`config.mk`:
```
export PLATFORM = sky130hd
export DESIGN_NAME = adc_match_watch
export DESIGN_NICKNAME = d
export VERILOG_FILES = /design/src/rtl/adc_match_pkg.sv /design/src/rtl/amw_cfg_reg.sv /design/src/rtl/amw_cond.sv /design/src/rtl/amw_run_counter.sv /design/src/rtl/adc_match_watch.sv
export SDC_FILE = /design/constraint.sdc
export NUM_CORES = 1
export LEC_CHECK = 0
export BUFFER_PORTS_ARGS = -buffer_cell sky130_fd_sc_hd__buf_2
export CAP_MARGIN = 5
export CORE_ASPECT_RATIO = 1.25
export CORE_MARGIN = 2
export CORE_UTILIZATION = 54
export DETAILED_ROUTE_END_ITERATION = 8
export HOLD_SLACK_MARGIN = 0.1
export PLACE_DENSITY = 0.83
export SYNTH_ARGS = -nofsm -noshare
export SYNTH_HDL_FRONTEND = slang
export SYNTH_SLANG_ARGS = --single-unit
```
`constraint.sdc`:
```
create_clock -name clk -period 2.91 [get_ports clk]
set_clock_uncertainty 0.05 [all_clocks]
set_input_delay 0.582 -clock clk [delete_from_list [all_inputs] [get_ports clk]]
set_output_delay 0.582 -clock clk [all_outputs]
set_load 0.01 [all_outputs]
```
`src/rtl/adc_match_pkg.sv`:
```
// Package: shared types for the consecutive-result threshold watcher.
// Assumes: the condition bit encodes 0 = below, 1 = at or above.
package adc_match_pkg;

    typedef enum logic {
        COND_BELOW    = 1'b0,
        COND_AT_ABOVE = 1'b1
    } cond_e;

endpackage

```
`src/rtl/amw_cfg_reg.sv`:
```
// Module: amw_cfg_reg
// Holds the configuration word and splits it into fields.
// Assumes: layout from bit 0 upward is enable, condition, channel,
// run length minus one, threshold.
module amw_cfg_reg
    import adc_match_pkg::*;
#(
    parameter int CH_W   = 3,
    parameter int DATA_W = 12,
    parameter int CNT_W  = 4,
    localparam int CFG_W = 2 + CH_W + CNT_W + DATA_W
) (
    input  logic              clk,
    input  logic              rst_n,
    input  logic              wr,
    input  logic [CFG_W-1:0]  wdata,
    output logic              en,
    output cond_e             cond,
    output logic [CH_W-1:0]   sel_ch,
    output logic [CNT_W-1:0]  run_m1,
    output logic [DATA_W-1:0] thr
);
    localparam int CH_LO  = 2;
    localparam int CNT_LO = CH_LO + CH_W;
    localparam int THR_LO = CNT_LO + CNT_W;

    logic [CFG_W-1:0] word;

    // Purpose: capture the configuration word on a write.
    always_ff @(posedge clk) begin
        if (!rst_n)
            word <= '0;
        else if (wr)
            word <= wdata;
    end

    // Purpose: slice the stored word into its fields.
    always_comb begin
        en     = word[0];
        cond   = cond_e'(word[1]);
        sel_ch = word[CH_LO  +: CH_W];
        run_m1 = word[CNT_LO +: CNT_W];
        thr    = word[THR_LO +: DATA_W];
    end
endmodule

```
`src/rtl/amw_cond.sv`:
```
// Module: amw_cond
// Decides whether one result meets the selected threshold condition.
// Assumes: result and threshold are unsigned straight binary.
module amw_cond
    import adc_match_pkg::*;
#(
    parameter int DATA_W = 12
) (
    input  logic [DATA_W-1:0] data,
    input  logic [DATA_W-1:0] thr,
    input  cond_e             cond,
    output logic              match
);
    logic below;

    // Purpose: unsigned compare and condition select.
    always_comb begin
        below = (data < thr);
        match = (cond == COND_BELOW) ? below : !below;
    end
endmodule

```
`src/rtl/amw_run_counter.sv`:
```
// Module: amw_run_counter
// Counts consecutive matching results on the watched channel and sets a
// sticky flag when the run reaches run_m1 + 1.
// Assumes: hit is a one-cycle strobe already qualified by channel and
// enable; restart has priority over a hit in the same cycle.
module amw_run_counter #(
    parameter int CNT_W = 4
) (
    input  logic             clk,
    input  logic             rst_n,
    input  logic             hit,
    input  logic             match,
    input  logic [CNT_W-1:0] run_m1,
    input  logic             restart,
    input  logic             clr,
    output logic             flag
);
    logic [CNT_W-1:0] cnt;
    logic             done;

    // Purpose: detect the result that completes the run.
    always_comb done = hit && match && (cnt == run_m1) && !restart;

    // Purpose: advance, restart or hold the run count.
    always_ff @(posedge clk) begin
        if (!rst_n)
            cnt <= '0;
        else if (restart)
            cnt <= '0;
        else if (hit) begin
            if (!match || cnt == run_m1)
                cnt <= '0;
            else
                cnt <= cnt + 1'b1;
        end
    end

    // Purpose: sticky flag, setting wins over a clear pulse.
    always_ff @(posedge clk) begin
        if (!rst_n)
            flag <= 1'b0;
        else if (done)
            flag <= 1'b1;
        else if (clr)
            flag <= 1'b0;
    end

    // count never passes the programmed run length minus one
    a_r2_cnt_bound: assert property (@(posedge clk) disable iff (!rst_n)
        cnt <= run_m1);

    // a failing result on the watched channel empties the run
    a_r5_miss_restart: assert property (@(posedge clk) disable iff (!rst_n)
        (hit && !match && !restart) |=> (cnt == '0));

    // without a hit or restart the count holds
    a_r6_hold: assert property (@(posedge clk) disable iff (!rst_n)
        (!hit && !restart) |=> $stable(cnt));

    // flag persists until a clear pulse
    a_r7_sticky: assert property (@(posedge clk) disable iff (!rst_n)
        (flag && !clr) |=> flag);

    // a completed run sets the flag and empties the count
    a_r8_done_restart: assert property (@(posedge clk) disable iff (!rst_n)
        done |=> (flag && cnt == '0));

    // restart empties the count
    a_r9_restart: assert property (@(posedge clk) disable iff (!rst_n)
        restart |=> (cnt == '0));
endmodule

```
`src/rtl/adc_match_watch.sv`:
```
// Module: adc_match_watch (top)
// Watches conversion results of one channel and flags a programmed run of
// consecutive results meeting a threshold condition.
// Assumes: results arrive as one-cycle strobes; flag_clr is a decoded
// write-one-to-clear pulse.
module adc_match_watch
    import adc_match_pkg::*;
#(
    parameter int CH_W   = 3,
    parameter int DATA_W = 12,
    parameter int CNT_W  = 4,
    localparam int CFG_W = 2 + CH_W + CNT_W + DATA_W
) (
    input  logic              clk,
    input  logic              rst_n,
    input  logic              cfg_wr,
    input  logic [CFG_W-1:0]  cfg_wdata,
    input  logic              flag_clr,
    input  logic              irq_en,
    input  logic              res_vld,
    input  logic [CH_W-1:0]   res_ch,
    input  logic [DATA_W-1:0] res_data,
    output logic              flag,
    output logic              irq
);
    logic              en;
    cond_e             cond;
    logic [CH_W-1:0]   sel_ch;
    logic [CNT_W-1:0]  run_m1;
    logic [DATA_W-1:0] thr;
    logic              match;
    logic              hit;
    logic              restart;

    amw_cfg_reg #(.CH_W(CH_W), .DATA_W(DATA_W), .CNT_W(CNT_W)) u_cfg (
        .clk(clk), .rst_n(rst_n), .wr(cfg_wr), .wdata(cfg_wdata),
        .en(en), .cond(cond), .sel_ch(sel_ch), .run_m1(run_m1), .thr(thr)
    );

    amw_cond #(.DATA_W(DATA_W)) u_cond (
        .data(res_data), .thr(thr), .cond(cond), .match(match)
    );

    // Purpose: qualify results and form the restart request.
    always_comb begin
        hit     = res_vld && en && (res_ch == sel_ch);
        restart = cfg_wr || !en;
    end

    amw_run_counter #(.CNT_W(CNT_W)) u_run (
        .clk(clk), .rst_n(rst_n), .hit(hit), .match(match), .run_m1(run_m1),
        .restart(restart), .clr(flag_clr), .flag(flag)
    );

    // Purpose: gate the flag onto the interrupt request.
    always_comb irq = flag && irq_en;

    // while disabled, a flag that is low stays low
    a_r9_disabled_quiet: assert property (@(posedge clk) disable iff (!rst_n)
        (!en && !flag) |=> !flag);
endmodule

```
[Word-level counts from Yosys, hierarchy flattened]
Cells that the tools add are included.
Word-level totals
  bits of input ports: 42
  flip-flop bits (word level): 26
  output and inout port bits: 2
  logic and storage cells: 26
Operators by class
  add/sub/neg operators: 1
  reduce and logical (&&, ||, !) cells: 14
  bitwise gates (word level): 1
  magnitude comparators: 1
  equality and inequality tests: 2
  muxes and demuxes: 4
Operators with widths (number)
  $lt A12 B12 Y1: 1
  $logic_and A1 B1 Y1: 6
  $add A4 B1 Y4 const B: 1
  $eq A4 B4 Y1: 1
  $logic_not A1 Y1: 4
  $mux W4: 1
  $eq A3 B3 Y1: 1
  $mux W1: 3
  $logic_or A1 B1 Y1: 2
  $reduce_bool A2 Y1: 1
  $reduce_or A2 Y1: 1
  $not A1 Y1: 1

[Longest topological paths before layout]
  word-level depth: 7
  gate-level depth with buffers: 8
  depth with buffers taken out: 8

[Hierarchy]
Synthesis repeated with hierarchy kept, for this count alone.
Second synthesis, totals
  cell total of the unflattened synthesis: 147
  area, all modules: 1461.4 um^2
Modules (own cells, without submodules)
  amw_cfg_reg: cells an instance 68, seq. area each 420.4 um^2, instances 1, area each 820.8 um^2
  amw_run_counter: cells an instance 32, seq. area each 100.1 um^2, instances 1, area each 297.8 um^2
  amw_cond: cells an instance 40, seq. area each 0.0 um^2, instances 1, area each 287.8 um^2
  adc_match_watch: cells an instance 7, seq. area each 0.0 um^2, instances 1, area each 55.1 um^2

[Worst setup path after synthesis]
Ideal clock, no wire load.
  path kind: input -> register
  from: input res_data[11]
  to: register u_run.cnt[1]
  arrival: 1872 ps
  buffers on the path: 0
  stages on the path: 7
  data required time: 2796 ps
  library setup time: 64 ps
  path slack: 924 ps
  cells stage by stage: ha_1 -> and4_1 -> nand3_1 -> o32ai_2 -> mux2i_1 -> nor2_2 -> nor2_1
On the way
  word-level cells in the longest chain between the ends: 6
Ends and longest elaborated chain
  from (decl): RTL line adc_match_watch.sv:22  | input logic [DATA_W-1:0] res_data,
  $lt A12 B12 Y1 (*): RTL line amw_cond.sv:18  | below = (data < thr);
  $logic_not A1 Y1: RTL line amw_cond.sv:19  | match = (cond == COND_BELOW) ? below : !below;
  $mux W1 (*): RTL line amw_cond.sv:19
  $logic_not A1 Y1 (*): RTL line amw_run_counter.sv:31  | if (!match || cnt == run_m1)
  $logic_or A1 B1 Y1 (*): RTL line amw_run_counter.sv:31
  $mux W4 (*): RTL line amw_run_counter.sv:31
  to (signal assigned): RTL line amw_run_counter.sv:34  | cnt <= cnt + 1'b1;
  to (decl): RTL line amw_run_counter.sv:18  | logic [CNT_W-1:0] cnt;
Mark *: on every way between the ends. The rest lies on a longest branch, timed or not.
A chain may end at the register's enable or synchronous reset.

[Worst setup path after layout]
  from: register u_cfg.word[20]
  to: register u_run.cnt[3]
On the way
  word-level cells in the longest chain between the ends: 6
Ends and longest elaborated chain
  from (decl): RTL line amw_cfg_reg.sv:27  | logic [CFG_W-1:0] word;
  from (signal assigned): RTL line amw_cfg_reg.sv:34  | word <= wdata;
  $lt A12 B12 Y1 (*): RTL line amw_cond.sv:18
  $logic_not A1 Y1: RTL line amw_cond.sv:19
  $mux W1 (*): RTL line amw_cond.sv:19
  $logic_not A1 Y1 (*): RTL line amw_run_counter.sv:31
  $logic_or A1 B1 Y1 (*): RTL line amw_run_counter.sv:31
  $mux W4 (*): RTL line amw_run_counter.sv:31
Marked as above.

==> summary.txt <==
Pwr
  – Internal: 0.587 mW
  – Power density over the cells: 443 mW/mm2
  – VDD IR max: 432 uV
  – Switch share: 0.247
  – Psw: 0.192 mW
  – Static leakage: 0.798 nW
  – Combinational power share: 0.175
  – Clk pwr share: 0.332
  – Power consumption: 0.779 mW
  – Seq pwr share: 0.493

Setup path
  – Nature of the critical path endpoint: flip-flop
  – CP startpoint kind: flip-flop
  – Arr. time, crit path: 2.22 ns
  – Crit Path Max Fanout: 4
  – Worst setup path class: reg2reg
  – WP data required: 3.14 ns

Drt
  – DRT Pass-1 Iters: 2
  – DR vias/cell: 5.11
  – Vias: 1,139
  – Routed Wire Length: 2820 um
  – Residual DRC count: 0
  – Final ANT Viol Nets: 0
  – Initial DRC count: 13
  – Drt wl/cell: 12.7 um

Run
  – Max cap viols: 0

Global routing
  – GRT Resource Usage Total: 0.192
  – GR Overflow Total: 0
  – Gr busiest metal: met2
  – Met2 global-route usage: 0.344
  – Initial antenna violation count: 0
  – GR Util met3: 0.0264
  – Largest net degree at the start of global routing: 24
  – First-pass GRT wire length: 4800 um
  – M1 GR Usage: 0.224
  – Vias in the first global route: 1,175

Clock network
  – Clock latency on the worst-skew pair: 0.33 ns
  – Clock root buffer: clkbuf_4
  – # hold bufs at CTS: 0
  – Deepest clock path buffer count: 2
  – Clk slew on worst S/H paths: 0.15 ns
  – H-Tree Level Count: 1
  – Setup bufs post-CTS: 0
  – TritonCTS Buffers: 3
  – # resized after CTS: 0
  – TritonCTS clock tree: done
  – CTS sink cnt: 26

Die
  – Boundary Pins: 44
  – DIE HEIGHT: 62.2 um
  – Core Area: 0.00263 mm2
  – Site row count: 21
  – Initial Util: 0.556
  – Die width: 50.5 um
  – Total die area: 0.00314 mm2

Placement
  – Port-buffer cells: 43
  – Final Wtd Congestion: 0.816
  – Detail Placement HPWL: 2240 um

Timing
  – Setup_tns: 0 ns
  – Tmin final: 1.99 ns
  – Tcrit/Tclk final: 0.683
  – Final hold vios: 0
  – Rel. slew slack: 0.763
  – Slew @ Worst Pin: 0.356 ns
  – Fmax: 503 MHz
  – Fin. max-slew vios: 0
  – Final setup vio count: 0
  – RSZ-0062 raised after global routing: no

Synth
  – Mapped cell area: 0.00146 mm2
  – Ys async rst share: 0
  – Synth Flop Type: dfxtp_1
  – Post-synth EDFFs: 0
  – Post-Syn Nets: 200
  – Cells after Synth: 146
  – Avg Inst Size Synth: 10.0 um2
  – Flops & latches, synth: 26
  – Post-synth cell types: 31
  – Part of the Yosys area used for sequential elements: 0.356
  – Ys Warns: 0

Final layout
  – Most common cell after layout, fill and taps aside: buf_2
  – Fin nets: 244
  – Area grow syn2layout: 20.3%
  – Layout cell share with drive strength beyond 1: 0.286
  – Commonest cells after routing, fill and taps aside: buf_2 (43), dfxtp_1 (26), mux2i_1 (23)
  – ANT cells: 0

Hold path
  – Hold WC Path Type: in2reg

Run status
  – Run status: finished, final reports clean
## synthesized netlist by cell type (2+ instances only)
cell type / count / share of area
a21o_1: 2 / 0.010
a21oi_1: 3 / 0.010
buf_2: 2 / 0.0068
clkbuf_1: 3 / 0.0077
dfxtp_1: 26 / 0.36
ha_1: 12 / 0.10
inv_1: 14 / 0.036
mux2i_1: 23 / 0.16
nand3_1: 2 / 0.0068
nand3b_1: 2 / 0.010
nand4_1: 2 / 0.0086
nor2_1: 6 / 0.015
nor2b_1: 21 / 0.090
o21a_1: 2 / 0.010
xnor2_1: 7 / 0.042
xor2_1: 4 / 0.024
## flip-flops by register name (all words and copies together) (netlist names)
signal      count
u_run.flag      1
u_run.cnt       4
u_cfg.word     21
## metrics by stage
step / utilization / area, um2 / hold slack, ns / setup WS [ns] / cells
3_3_place_gp: 0.649 / 1710 / 0.441 / 0.756 / 219
5_1_grt: 0.669 / 1760 / 0.448 / 0.837 / 223
4_1_cts: 0.669 / 1760 / 0.443 / 0.934 / 223
2_1_floorplan: - / 1460 / 0.433 / 0.924 / 146
3_5_place_dp: 0.649 / 1710 / 0.453 / 0.646 / 219
6_report: 0.669 / 1760 / 0.442 / 0.922 / 223
## routing by layer
layer	vias up	wire, um	share of wire
met5	-	0	0
met4	0	50	0.018
met1	523	1200	0.43
li1	576	-	-
met3	7	115	0.041
met2	33	1450	0.51
## path summary, 6_finish.rpt
path | start | endpoint | slack [ns] | cells after the start
max | u_cfg.word[20] | u_run.cnt[3] | 0.92 | 8
min | cfg_wdata[20] | u_cfg.word[20] | 0.44 | 3
max reg2reg | u_cfg.word[20] | u_run.cnt[3] | 0.92 | 8
min reg2reg | u_run.flag | u_run.flag | 0.47 | 2
## cell families after synthesis
group	synth area share
mux	0.158
simple gates	0.188
compound gates	0.0796
buf+inv	0.0505
xor+xnor	0.0659
fa+ha+maj	0.103
flops	0.356
## worst max-delay path, cell delays in order (launching register included)
cell and delay (ns):
dfxtp_1 0.36, inv_1 0.05, ha_1 0.30, and4_1 0.23, nand3_1 0.16, o32ai_2 0.33, mux2i_1 0.26, nor2_2 0.09
nor2_1 0.12
## power groups by stage
stage	sequential, mW	combinational (mW)	clock, mW
floorplan	0.389	0.0919	0
global placement	0.391	0.130	0
detailed placement	0.392	0.137	0
CTS	0.384	0.138	0.259
global route	0.386	0.152	0.272
finish	0.384	0.136	0.259
## cell type report
class                           instances  area [um2]
Fill cell                             213         870
Multi-Input combinational cell        101         867
Inverter                               14        52.6
Clock buffer                            3        22.5
Timing Repair Buffer                   44         223
Sequential cell                        26         520
Tap cell                               34        42.5
Clock inverter                          1        30.0
Note: power is estimated with default switching activity, not from simulation.
